`src/rtl/tpose_pkg.sv`:
```
package tpose_pkg;
  typedef enum logic {
    RD_ROW = 1'b0,
    RD_COL = 1'b1
  } rd_dir_e;
endpackage

```
`src/rtl/tpose_store.sv`:
```
module tpose_store #(
  parameter int LANES    = 4,
  parameter int SAMPLE_W = 8,
  localparam int ROW_W   = LANES * SAMPLE_W,
  localparam int IDX_W   = $clog2(LANES)
) (
  input  logic                        clk_i,
  input  logic                        rst_ni,
  input  logic                        wr_en_i,
  input  logic [IDX_W-1:0]            wr_row_i,
  input  logic [ROW_W-1:0]            wr_data_i,
  output logic [LANES-1:0][ROW_W-1:0] rows_o
);
  logic [LANES-1:0][ROW_W-1:0] rows_q;

  always_ff @(posedge clk_i or negedge rst_ni) begin
    if (!rst_ni) rows_q <= '0;
    else if (wr_en_i) rows_q[wr_row_i] <= wr_data_i;
  end

  assign rows_o = rows_q;

  p_wr_lands_r2: assert property (@(posedge clk_i) disable iff (!rst_ni)
    wr_en_i |=> rows_q[$past(wr_row_i)] == $past(wr_data_i));

  for (genvar g = 0; g < LANES; g++) begin : g_keep
    p_row_keep_r7: assert property (@(posedge clk_i) disable iff (!rst_ni)
      (!wr_en_i || (wr_row_i != IDX_W'(g))) |=> $stable(rows_q[g]));
  end
endmodule

```
`src/rtl/tpose_mux.sv`:
```
module tpose_mux
  import tpose_pkg::*;
#(
  parameter int LANES    = 4,
  parameter int SAMPLE_W = 8,
  localparam int ROW_W   = LANES * SAMPLE_W,
  localparam int IDX_W   = $clog2(LANES)
) (
  input  logic [LANES-1:0][ROW_W-1:0] rows_i,
  input  rd_dir_e                     dir_i,
  input  logic [IDX_W-1:0]            idx_i,
  output logic [ROW_W-1:0]            data_o
);
  logic [ROW_W-1:0] col_word;

  // lane idx_i of each row, row j lands in lane j
  for (genvar j = 0; j < LANES; j++) begin : g_col
    assign col_word[j*SAMPLE_W +: SAMPLE_W] = rows_i[j][int'(idx_i)*SAMPLE_W +: SAMPLE_W];
  end

  always_comb begin
    if (dir_i == RD_COL) data_o = col_word;
    else                 data_o = rows_i[idx_i];
  end
endmodule

```
`src/rtl/tpose_buf.sv`:
```
module tpose_buf
  import tpose_pkg::*;
#(
  parameter int LANES    = 4,
  parameter int SAMPLE_W = 8,
  localparam int ROW_W   = LANES * SAMPLE_W,
  localparam int IDX_W   = $clog2(LANES)
) (
  input  logic             clk_i,
  input  logic             rst_ni,
  input  logic             wr_en_i,
  input  logic [IDX_W-1:0] wr_row_i,
  input  logic [ROW_W-1:0] wr_data_i,
  input  logic             rd_en_i,
  input  logic             rd_col_i,
  input  logic [IDX_W-1:0] rd_idx_i,
  output logic [ROW_W-1:0] rd_data_o
);
  logic [LANES-1:0][ROW_W-1:0] rows_w;
  logic [ROW_W-1:0]            sel_w;
  logic [ROW_W-1:0]            rd_q;
  rd_dir_e                     dir_w;

  assign dir_w = rd_col_i ? RD_COL : RD_ROW;

  tpose_store #(.LANES(LANES), .SAMPLE_W(SAMPLE_W)) u_store (
    .clk_i     (clk_i),
    .rst_ni    (rst_ni),
    .wr_en_i   (wr_en_i),
    .wr_row_i  (wr_row_i),
    .wr_data_i (wr_data_i),
    .rows_o    (rows_w)
  );

  tpose_mux #(.LANES(LANES), .SAMPLE_W(SAMPLE_W)) u_mux (
    .rows_i (rows_w),
    .dir_i  (dir_w),
    .idx_i  (rd_idx_i),
    .data_o (sel_w)
  );

  // sampled before any same-edge write lands: old data on collision
  always_ff @(posedge clk_i or negedge rst_ni) begin
    if (!rst_ni)      rd_q <= '0;
    else if (rd_en_i) rd_q <= sel_w;
  end

  assign rd_data_o = rd_q;

  p_hold_r5: assert property (@(posedge clk_i) disable iff (!rst_ni)
    !rd_en_i |=> $stable(rd_data_o));

  p_row_read_r3: assert property (@(posedge clk_i) disable iff (!rst_ni)
    (rd_en_i && !rd_col_i) |=> rd_data_o == $past(rows_w[rd_idx_i]));

  p_collide_old_r6: assert property (@(posedge clk_i) disable iff (!rst_ni)
    (rd_en_i && !rd_col_i && wr_en_i && wr_row_i == rd_idx_i)
      |=> rd_data_o == $past(rows_w[rd_idx_i]));

  for (genvar j = 0; j < LANES; j++) begin : g_col_chk
    p_col_lane_r4: assert property (@(posedge clk_i) disable iff (!rst_ni)
      (rd_en_i && rd_col_i) |=> rd_data_o[j*SAMPLE_W +: SAMPLE_W]
        == $past(rows_w[j][int'(rd_idx_i)*SAMPLE_W +: SAMPLE_W]));
  end
endmodule

```
`config.mk`:
```
export PLATFORM = sky130hd
export DESIGN_NAME = tpose_buf
export DESIGN_NICKNAME = d
export VERILOG_FILES = /design/src/rtl/tpose_pkg.sv /design/src/rtl/tpose_store.sv /design/src/rtl/tpose_mux.sv /design/src/rtl/tpose_buf.sv
export SDC_FILE = /design/constraint.sdc
export NUM_CORES = 1
export LEC_CHECK = 0
export BUFFER_PORTS_ARGS = -buffer_cell sky130_fd_sc_hd__buf_2
export CORE_ASPECT_RATIO = 1.1
export CORE_MARGIN = 1
export CORE_UTILIZATION = 55
export CTS_CLUSTER_SIZE = 16
export DETAILED_ROUTE_END_ITERATION = 10
export PLACE_DENSITY_LB_ADDON = 0.2
export SLEW_MARGIN = 40
export SYNTH_ARGS = -nofsm -noshare
export SYNTH_HDL_FRONTEND = slang
export SYNTH_SLANG_ARGS = --single-unit
export TNS_END_PERCENT = 50
```
`constraint.sdc`:
```
create_clock -name clk_i -period 1.9 [get_ports clk_i]
set_input_delay 0.095 -clock clk_i [delete_from_list [all_inputs] [get_ports clk_i]]
set_output_delay 0.095 -clock clk_i [all_outputs]
set_load 0.02 [all_outputs]
```
==> reports/qor.yml <==
clocking:
  cts_root_buf: "clkbuf_16"
  cts_buffers: 17
  path_clk_slew_ns: 0.06
  cts_resized: 0
  post_cts_buffers: 0
  clock-sinks: 160
  clockBufferDepth: 2
  clkLatencyLatePin_ns: 0.42
  htree_num_levels: 4
  cts_tree: "built"
logic_synthesis:
  ys_seq_elements: 160
  synth_top_area_share: 0.5078
  netlist_area_um2: 7885
  yosys.area.top_type: "dfrtp_1"
  syn_inst: 524
  ys_types: 25
  synthesis.area_per_instance_um2: 15.05
  ys_seq_area_frac: 0.5078
  netlist_top_cells_area: "dfrtp_1, mux2_2, mux2_1"
  yosysWarnings: 0
  syn_nets: 565
sta:
  hold_violations: 0
  final_max_slew_viol_count: 0
  fmax_mhz: 638.0
  setup_viol: 0
  fin_skew_ns: 0.004762
  fin_hold_ws_ns: 0.06931
  slew_headroom: 0.7167
  finalWorstSetupSlack_ns: 0.3326
  worst_pin_slew_ns: 0.4241
  rsz0062_at_grt: "false"
  min_period_ns: 1.567
  fin_tns_setup_ns: 0
  finalCritPeriodShare: 0.8249
critical_path:
  worst_setup_path_end_kind: "flop"
  path_class: "reg2reg"
  worst_ep_required_time_ns: 2.20
  startpoint_type: "flop"
  crit_fanout: 3
  cp.arrival_ns: 1.87
global_route:
  grt_max_degree: 51
  grt_pass1_vias: 4986
  grt_pass1_wl_mm: 26.56
  use_met2: 0.3869
  track_usage: 0.2407
  grt-busiest-layer: "met2"
  overflow: 0
  use_met3: 0.04269
  antenna_found_initial: 0
  grtUsageMet1: 0.3311
cells_and_area:
  final_nets: 665
  antenna_cells: 0
  syn_to_final_growth_pct: 19.41
  mostFrequentLayoutCells: "dfrtp_1, mux2_2, buf_2"
  layout-drive-gt1-share: 0.4929
  final_common_cell: "dfrtp_1"
drt:
  detail-route-antenna-nets: 0
  drt-total-wl_mm: 15.81
  drt_iter0_markers: 196
  wl_per_cell_um: 19.21
  firstDrtPassIters: 4
  vias: 4697
  drc: 0
  routed_via_density: 5.707
pwr:
  leakagePower_nw: 4.108
  pwr_density_cell_nw_per_um2: 1063
  max-vdd-ir-drop_mv: 0.7066
floorplanning:
  ios: 73
  die_area_um2: 14820
  die_w_um: 116.2
  die_height_um: 127.6
  row_count: 45
  core_um2: 13910
  start_util: 0.5670
run_status:
  run_status: "complete, no violations"
placed_design:
  port_buffers: 72
  hpwl_mm: 9.645
  pre_cts_ws_ns: 0.2167
  gp_congestion: 0.7392
hold_path:
  hold_class: "in2reg"
job:
  cap_violations: 0
[what timing repair did]
action | in CTS | in global routing
setup endpoints to repair | 0 | 0
hold buffers | 33 | 0
endpoints found under the hold margin | 288 | 0
[final cells by class]
class,count,area [um2]
Multi-Input combinational cell,322,3646
Timing Repair Buffer,119,967.2
Fill cell,1013,4492
Tap cell,188,235.2
Inverter,4,15.01
Sequential cell,160,4004
Clock buffer,23,488.0
Clock inverter,7,60.06
[final timing paths]
path | start | end | slack [ns] | cells after the start
min | rd_en_i | rd_data_o[0] | 0.07 | 2
max reg2reg | u_store.rows_o[35] | rd_data_o[11] | 0.33 | 3
max in group asynchronous | rst_ni | u_store.rows_o[26] | 1.17 | 3
min in group asynchronous | rst_ni | u_store.rows_o[0] | 0.15 | 2
min reg2reg | u_store.rows_o[47] | u_store.rows_o[47] | 0.50 | 1
max | u_store.rows_o[35] | rd_data_o[11] | 0.33 | 3
[power breakdown]
part,internal (mW),leakage (nW),switching [mW]
clock,1.91,0.278,1.28
sequential,4.11,1.89,0.459
combinational,1.30,1.94,0.939
[per-layer routing]
metal  share of wire  routed length [um]
met1            0.47                7451
met5               0                   0
met2            0.49                7799
met3           0.022                 343
met4           0.014                 218
[critical path, cell delays in order, from the launching register on]
cell and delay (ns):
dfrtp_1 0.40, mux2_1 0.33, mux4_2 0.45, mux2_2 0.27
[metrics by stage]
stage	power (mW)	utilization	area, um2	cells
floorplan	6.100	-	7885	524
detailed placement	6.827	0.6139	8537	760
finish	10.01	0.6770	9415	823
CTS	10.09	0.6770	9415	823
global placement	6.719	0.6139	8537	760
global route	10.49	0.6770	9415	823
[synth_stat cells]
cell type,instances
mux4_2,26
a21o_1,2
dfrtp_1,160
buf_1,4
o21ai_0,6
nor2b_1,2
nand2_1,4
and2_1,1
mux2_2,158
nand3b_1,2
a31oi_1,6
nor3b_1,1
a21oi_1,4
clkbuf_1,15
mux2_4,14
nor2_1,15
mux2_1,52
nand3_1,1
mux2i_1,18
a22oi_1,6
inv_1,4
a211o_1,4
buf_4,1
buf_2,9
buf_6,9
[state kept, by name, indices dropped and copies added, names as in the netlist]
name	flops
rd_data_o	32
u_store.rows_o	128
[cell families after synthesis]
logic type	Yosys count	share of synthesized area
muxes	268	0.4237
DFF	160	0.5078
AOI/OAI and AO/OA	28	0.02317
and+or+nand+nor	26	0.01491
buffers and inverters	42	0.03047
Power figures use the tool's default switching activity.
